`src/rtl/sftx_pkg.sv`:
```
package sftx_pkg;

  typedef enum logic [1:0] {
    ST_IDLE = 2'd0,
    ST_WAIT = 2'd1,
    ST_SEND = 2'd2
  } txState_e;

  // Strobes from the controller to the datapath
  typedef struct packed {
    logic loadHold;   // copy dataIn into the holding register
    logic loadShift;  // build the frame from the holding register
    logic start;      // frame begins: zero the bit counter
    logic shift;      // advance one bit, fill with stop level
    logic clear;      // frame done: zero the bit counter
  } txCtl_t;

endpackage

```
`src/rtl/sftx_dpath.sv`:
```
module sftx_dpath
  import sftx_pkg::*;
#(
  parameter int DATA_W = 8
) (
  input  logic              clk,
  input  logic              rstN,
  input  logic [DATA_W-1:0] dataIn,
  input  txCtl_t            ctl,
  input  logic              sending,
  output logic              txOut,
  output logic              lastBit
);

  localparam int FRAME_W = DATA_W + 3;
  localparam int CNT_W   = $clog2(FRAME_W);
  localparam logic [CNT_W-1:0] LAST_POS = CNT_W'(FRAME_W - 1);

  logic [DATA_W-1:0]  holdReg;
  logic [FRAME_W-1:0] frameReg;
  logic [CNT_W-1:0]   bitCnt;
  logic               parityBit;

  assign parityBit = ^holdReg;

  always_ff @(posedge clk) begin
    if (!rstN) begin
      holdReg <= '0;
    end else if (ctl.loadHold) begin
      holdReg <= dataIn;
    end
  end

  // Frame layout, LSB leaves first: start, data, parity, stop
  always_ff @(posedge clk) begin
    if (!rstN) begin
      frameReg <= '1;
    end else if (ctl.loadShift) begin
      frameReg <= {1'b1, parityBit, holdReg, 1'b0};
    end else if (ctl.shift) begin
      frameReg <= {1'b1, frameReg[FRAME_W-1:1]};
    end
  end

  always_ff @(posedge clk) begin
    if (!rstN) begin
      bitCnt <= '0;
    end else if (ctl.start || ctl.clear) begin
      bitCnt <= '0;
    end else if (ctl.shift) begin
      bitCnt <= bitCnt + CNT_W'(1);
    end
  end

  assign lastBit = (bitCnt == LAST_POS);
  assign txOut   = sending ? frameReg[0] : 1'b1;

endmodule

```
`src/rtl/sftx_ctrl.sv`:
```
module sftx_ctrl
  import sftx_pkg::*;
(
  input  logic     clk,
  input  logic     rstN,
  input  logic     byteReady,
  input  logic     sendStart,
  input  logic     baudTick,
  input  logic     lastBit,
  output txState_e state,
  output txCtl_t   ctl
);

  txState_e nextState;

  always_comb begin
    ctl       = '0;
    nextState = state;
    case (state)
      ST_IDLE: begin
        if (byteReady) begin
          ctl.loadHold = 1'b1;
          nextState    = ST_WAIT;
        end
      end
      ST_WAIT: begin
        if (sendStart) begin
          ctl.start     = 1'b1;
          ctl.loadShift = 1'b1;
          nextState     = ST_SEND;
        end
      end
      ST_SEND: begin
        if (baudTick) begin
          if (lastBit) begin
            ctl.clear = 1'b1;
            nextState = ST_IDLE;
          end else begin
            ctl.shift = 1'b1;
          end
        end
      end
      default: nextState = ST_IDLE;
    endcase
  end

  always_ff @(posedge clk) begin
    if (!rstN) state <= ST_IDLE;
    else       state <= nextState;
  end

endmodule

```
`src/rtl/serial_frame_tx.sv`:
```
module serial_frame_tx
  import sftx_pkg::*;
#(
  parameter int DATA_W = 8
) (
  input  logic              clk,
  input  logic              rstN,
  input  logic [DATA_W-1:0] dataIn,
  input  logic              byteReady,
  input  logic              sendStart,
  input  logic              baudTick,
  output logic              txOut,
  output logic              busy
);

  txState_e state;
  txCtl_t   ctl;
  logic     lastBit;
  logic     sending;

  assign sending = (state == ST_SEND);
  assign busy    = (state != ST_IDLE);

  sftx_ctrl u_ctrl (
    .clk       (clk),
    .rstN      (rstN),
    .byteReady (byteReady),
    .sendStart (sendStart),
    .baudTick  (baudTick),
    .lastBit   (lastBit),
    .state     (state),
    .ctl       (ctl)
  );

  sftx_dpath #(.DATA_W(DATA_W)) u_dpath (
    .clk     (clk),
    .rstN    (rstN),
    .dataIn  (dataIn),
    .ctl     (ctl),
    .sending (sending),
    .txOut   (txOut),
    .lastBit (lastBit)
  );

endmodule

```
`config.mk`:
```
export PLATFORM = sky130hd
export DESIGN_NAME = serial_frame_tx
export DESIGN_NICKNAME = d
export VERILOG_FILES = /design/src/rtl/sftx_pkg.sv /design/src/rtl/sftx_dpath.sv /design/src/rtl/sftx_ctrl.sv /design/src/rtl/serial_frame_tx.sv
export SDC_FILE = /design/constraint.sdc
export NUM_CORES = 1
export LEC_CHECK = 0
export BUFFER_PORTS_ARGS = -buffer_cell sky130_fd_sc_hd__clkbuf_2
export CORE_ASPECT_RATIO = 1.1
export CORE_MARGIN = 2
export CORE_UTILIZATION = 59
export DETAILED_ROUTE_END_ITERATION = 12
export MAX_ROUTING_LAYER = met4
export PLACE_DENSITY = 0.86
export SYNTH_ARGS = -nofsm -noshare
export SYNTH_HDL_FRONTEND = slang
export SYNTH_HIERARCHICAL = 1
export SYNTH_SLANG_ARGS = --single-unit
```
`constraint.sdc`:
```
create_clock -name clk -period 3.3 [get_ports clk]
set_input_delay 0.66 -clock clk [delete_from_list [all_inputs] [get_ports clk]]
set_output_delay 0.66 -clock clk [all_outputs]
set_load 0.005 [all_outputs]
```
Word level (Yosys, flattened, before mapping)
Cells that the tools add are included.
{"block": "word_totals", "regBits": 24, "input_bits": 13, "output_inout_bits": 2, "elab_cells": 36}
{"block": "op_classes", "addsub": 1, "eq_ne": 7, "mux": 16, "n_bitwise": 1, "n_reduce_logical": 7}
{"cell": "$mux W10", "count": 2}
{"cell": "$mux W2", "count": 8}
{"cell": "$ne A2 B2 Y1 const B", "count": 4}
{"cell": "$reduce_xor A8 Y1", "count": 1}
{"cell": "$pmux W2 S3", "count": 1}
{"cell": "$mux W1", "count": 5}
{"cell": "$add A4 B1 Y4 const B", "count": 1}
{"cell": "$eq A4 B4 Y1 const B", "count": 1}
{"cell": "$reduce_and A4 Y1", "count": 1}
{"cell": "$reduce_bool A2 Y1", "count": 2}
{"cell": "$eq A2 B1 Y1 const B", "count": 1}
{"cell": "$eq A2 B2 Y1 const B", "count": 1}
{"cell": "$logic_not A2 Y1", "count": 1}
{"cell": "$reduce_or A2 Y1", "count": 1}
{"cell": "$logic_or A1 B1 Y1", "count": 1}
{"cell": "$not A1 Y1", "count": 1}

Longest topological paths before layout
{"block": "logic_depth", "ltp_word": 6, "mapped_depth": 9}

Modules after synthesis
The synthesis kept the hierarchy.
{"module": "sftx_dpath", "instances": 1, "cells_each": 96, "area_each_um2": 1012.2, "seq_area_each_um2": 440.4}
{"module": "sftx_ctrl", "instances": 1, "cells_each": 15, "area_each_um2": 122.6, "seq_area_each_um2": 40.0}
{"module": "serial_frame_tx", "instances": 1, "cells_each": 2, "area_each_um2": 12.5, "seq_area_each_um2": 0.0}

Worst setup path before layout
Ideal clock, no wire load.
{"block": "synth_path", "path_type": "flip-flop to flip-flop", "start": "register u_dpath.bitCnt[0]", "end": "register u_dpath.frameReg[6]", "setup_time_ns": 0.129, "arrival_ns": 1.620, "required_time_ns": 3.171, "path_slack_ns": 1.551, "stages_incl_launch_ff": 10, "path_buffers": 2, "period_less_slack_ns": 1.749, "cell_sequence": "dfxtp_1 inv_1 ha_1 and3b_1 nor2_1 buf_6 buf_6 mux2_2 mux2i_1 nand2_1"}
{"element": "from (decl)", "line_no": "sftx_dpath.sv:21", "source": "logic [CNT_W-1:0] bitCnt;"}
{"element": "from (signal assigned)", "line_no": "sftx_dpath.sv:51", "source": "bitCnt <= bitCnt + CNT_W'(1);"}
{"element": "to (signal assigned)", "line_no": "sftx_dpath.sv:39", "source": "frameReg <= {1'b1, parityBit, holdReg, 1'b0};"}
{"element": "to (signal assigned)", "line_no": "sftx_dpath.sv:41", "source": "frameReg <= {1'b1, frameReg[FRAME_W-1:1]};"}
{"element": "to (decl)", "line_no": "sftx_dpath.sv:20", "source": "logic [FRAME_W-1:0] frameReg;"}

==> metrics.md <==
| Metric | Value |
|---|---|
| Nets | 143 |
| Maximum vdd drop | ~0.29 mV |
| Worst slew pin tran | 377.5 ps |
| Reg2reg setup slack | 1450 ps |
| Num Clock Sinks | 24 |
| Placer Congestion | 0.7193 |
| Initial antenna violation count | 0 |
| DIE WIDTH | 46.05 um |
| Critical path data arrival time | 2050 ps |
| # fillers | ~160 |
| Hold Crit Depth | 1 |
| Tmin final | ~1800 ps |
| Final TNS setup | 0 ps |
| Post-Syn Area | approximately 1100 um^2 |
| Placement row count | 16 |
| Initial DRC count | 4 |
| Max-cap violations | 0 |
| Largest net degree at the start of global routing | 23 |
| FF-to-FF End | u_dpath/frameReg[4]$_SDFFE_PN1P_ |
| Total CTS buffers | 3 |
| Hold Violations, Final | 0 |
| Period utilization | 0.5596 |
| Number of antenna diodes | 0 |
| ANT nets after route | 0 |
| DP Area | 1215 um^2 |
| Yosys cell types | 27 |
| Pins Over Slew Limit | 0 |
| Slew margin rel. | 0.7483 |
| Outcome | finished clean |
| Sw frac | 0.2543 |
| Avg Inst Size Synth | 10.15 um^2 |
| Yosys synthesis warning count | 6 |
| Congestion Overflow GR | 0 |
| DR WL/cell | ~12 um |
| TritonCTS clock tree | built |
| First-pass GRT wire length | 3236 um |
| Height of the die | 50.25 um |
| Final WL | 1789 um |
| Area Growth Syn to Fin | 7.852% |
| Worst endpoint required time | about 3500 ps |
| Register area | 480.5 um^2 |
| Hold-fix buffers at CTS | 0 |
| Dpl cells | ~140 |
| Hold WC Path Type | register to register |
| Pleak | 0.4870 nW |
| Max Fanout on Critical Path | 15 |
| Non-Filler Instances | 144 |
| Tot Pwr | 536.5 uW |
| Logic pwr share | 0.165 |
| Routed vias | just under 800 |
| DRC Markers | 0 |
| Hold Startpoint | u_ctrl/state[1]$_SDFFE_PN0P_ |
| Register bit total from synthesis | 24 |
| Worst hold margin | 519.4 ps |
| Post-Syn Instances | roughly 110 |
| Core footprint | 1802 um^2 |
| DP Worst Slack | 1461 ps |
| Cts repair resizes | 0 |
| Buffers added on ports | 14 |
| Clock Latency Late Sink | 310 ps |
| Core Util, Final | 0.6868 |
| Internal Power | 400.1 uW |
| RSZ-0062 raised after global routing | false |
| Clk_skew | approximately 3.2 ps |
| Clock share of power | 0.236 |
| Register area share after synthesis | 0.4188 |
| FF-to-FF Start | u_dpath/bitCnt[0]$_SDFFE_PP0P_ |
| Crit. End Element | register |
| Net Sw Power | 136.4 uW |
| H-tree depth | 1 |
| Clk buf depth | 2 |
| Overall Global Routing Usage | 0.1943 |
| Area fraction of the dominant cell type after synthesis | 0.4188 |
| Vias in the first global route | 785 |
| Area leader, netlist | dfxtp_1 |
| Clock slew at reported path FFs | 120 ps |
| Starting Density | 0.6368 |
| Startpoint types | register |
| Design area | approximately 1200 um^2 |
| DRT Pass-1 Iters | 2 |
| Share of cells above drive strength 1 | 0.2381 |
| Post-synth net total | between 100 and 150 |
| Sequential fraction of design power | 0.598 |
| Die footprint | between 2000 and 2500 um^2 |
| Vias per cell | 5.347 |
| Post-DP HPWL | 1307 um |
| Sink of the worst hold path | u_ctrl/state[0]$_SDFFE_PN0P_ |
| Multi-input gate area | 611.8 um^2 |
| Final setup vio count | 0 |
| # Post-CTS Setup Buffers | 0 |
| Worst reg2reg path depth | 8 |
| Synth area leaders | dfxtp_1 42%, mux2i_1 16%, mux2_2 7.9%, xnor2_1 6.1%, nor2b_1 4.9% |
| Fmax | roughly 0.54 GHz |
| PD cells | 433.6 nW/um^2 |
| Final worst slack | 1453 ps |
| Critical path type | register to register |
| Clk root buf | clkbuf_4 |
| Ports | 15 |
==> logic make-up (layout without fill, tap and decap cells) <==
| kind of cell | count (synthesis) | after routing | synth area share |
|---|---|---|---|
| buffers and inverters | 9 | 22 | 0.04799 |
| and+or+nand+nor | 37 | 37 | 0.1701 |
| DFF | 24 | 24 | 0.4188 |
| AOI/OAI and AO/OA | 5 | 5 | 0.02945 |
| xor gates and xnor gates | 10 | 10 | 0.07634 |
| muxes | 26 | 26 | 0.2356 |
| adders and majority gates | 2 | 2 | 0.02181 |
==> per-layer routing <==
metal,up-vias,wire length (um),GRT usage
met1,351,827,0.2210
met2,14,872,0.3241
met3,4,56,0.02158
met5,-,0,-
met4,0,33,0.1000
li1,401,-,-
==> flip-flops by register name (all words and copies together) (netlist names) <==
| register | flops |
|---|---|
| u_ctrl/state | 2 |
| u_dpath/bitCnt | 4 |
| u_dpath/frameReg | 10 |
| u_dpath/holdReg | 8 |
==> cells in the mapped netlist, drive strengths merged <==
master	count
xor2	2
nor2	7
mux2i	18
buf	5
nand4	1
nor2b	10
nand2b	1
a211oi	1
nor3b	2
or2	1
a31oi	1
inv	2
nand2	12
a21boi	1
ha	2
o21a	1
and3	1
mux2	8
o21ai	1
nor4b	1
and3b	1
dfxtp	24
clkbuf	2
xnor2	8
==> power by group through the flow <==
stage          Sequential (mW)  Combinational (mW)  Clock [mW]
4_1_cts                  0.321              0.0893       0.129
3_3_place_gp             0.327              0.0850           0
5_1_grt                  0.324               0.100       0.140
6_report                 0.321              0.0886       0.127
3_5_place_dp             0.328              0.0889           0
2_1_floorplan            0.324              0.0714           0
==> how the worst max path moves through the flow <==
| stage | endpoint | startpoint | slack [ps] | cells after the start |
|---|---|---|---|---|
| after floorplan | u_dpath/frameReg[6]$_SDFFE_PN1P_ | u_dpath/bitCnt[0]$_SDFFE_PP0P_ | 1550 | 9 |
| after global placement | u_dpath/frameReg[6]$_SDFFE_PN1P_ | baudTick | 1550 | 7 |
| after global routing | u_dpath/frameReg[2]$_SDFFE_PN1P_ | u_dpath/bitCnt[0]$_SDFFE_PP0P_ | 1270 | 8 |
| final | u_dpath/frameReg[4]$_SDFFE_PN1P_ | u_dpath/bitCnt[0]$_SDFFE_PP0P_ | 1450 | 8 |
| after detailed placement | u_dpath/frameReg[3]$_SDFFE_PN1P_ | u_dpath/bitCnt[0]$_SDFFE_PP0P_ | 1460 | 8 |
| after CTS | u_dpath/frameReg[3]$_SDFFE_PN1P_ | u_dpath/bitCnt[0]$_SDFFE_PP0P_ | 1440 | 8 |
==> critical path, cell delays in order (launching register included) <==
cell,delay (ps)
dfxtp_1,410
inv_1,70
ha_1,190
and3b_1,180
nor2_1,110
buf_4,220
mux2_2,350
mux2i_1,140
nand2_1,70
==> cell usage in the layout, fill, tap and decap left out, types with 2 or more instances in the layout <==
master,n
dfxtp_1,24
mux2i_1,18
clkbuf_2,14
nand2_1,12
nor2b_1,9
xnor2_1,8
mux2_2,8
nor2_1,7
clkbuf_4,3
buf_4,3
nor3b_1,2
inv_1,2
xor2_1,2
ha_1,2
==> area by class of cell <==
cell class	instances	share of cell area
inverter	2	0.006067
multi-input combinational	80	0.4944
timing repair buffer	17	0.07482
clock buffer	3	0.01820
sequential	24	0.3883
tap	18	0.01820
Power figures use the tool's default switching activity.
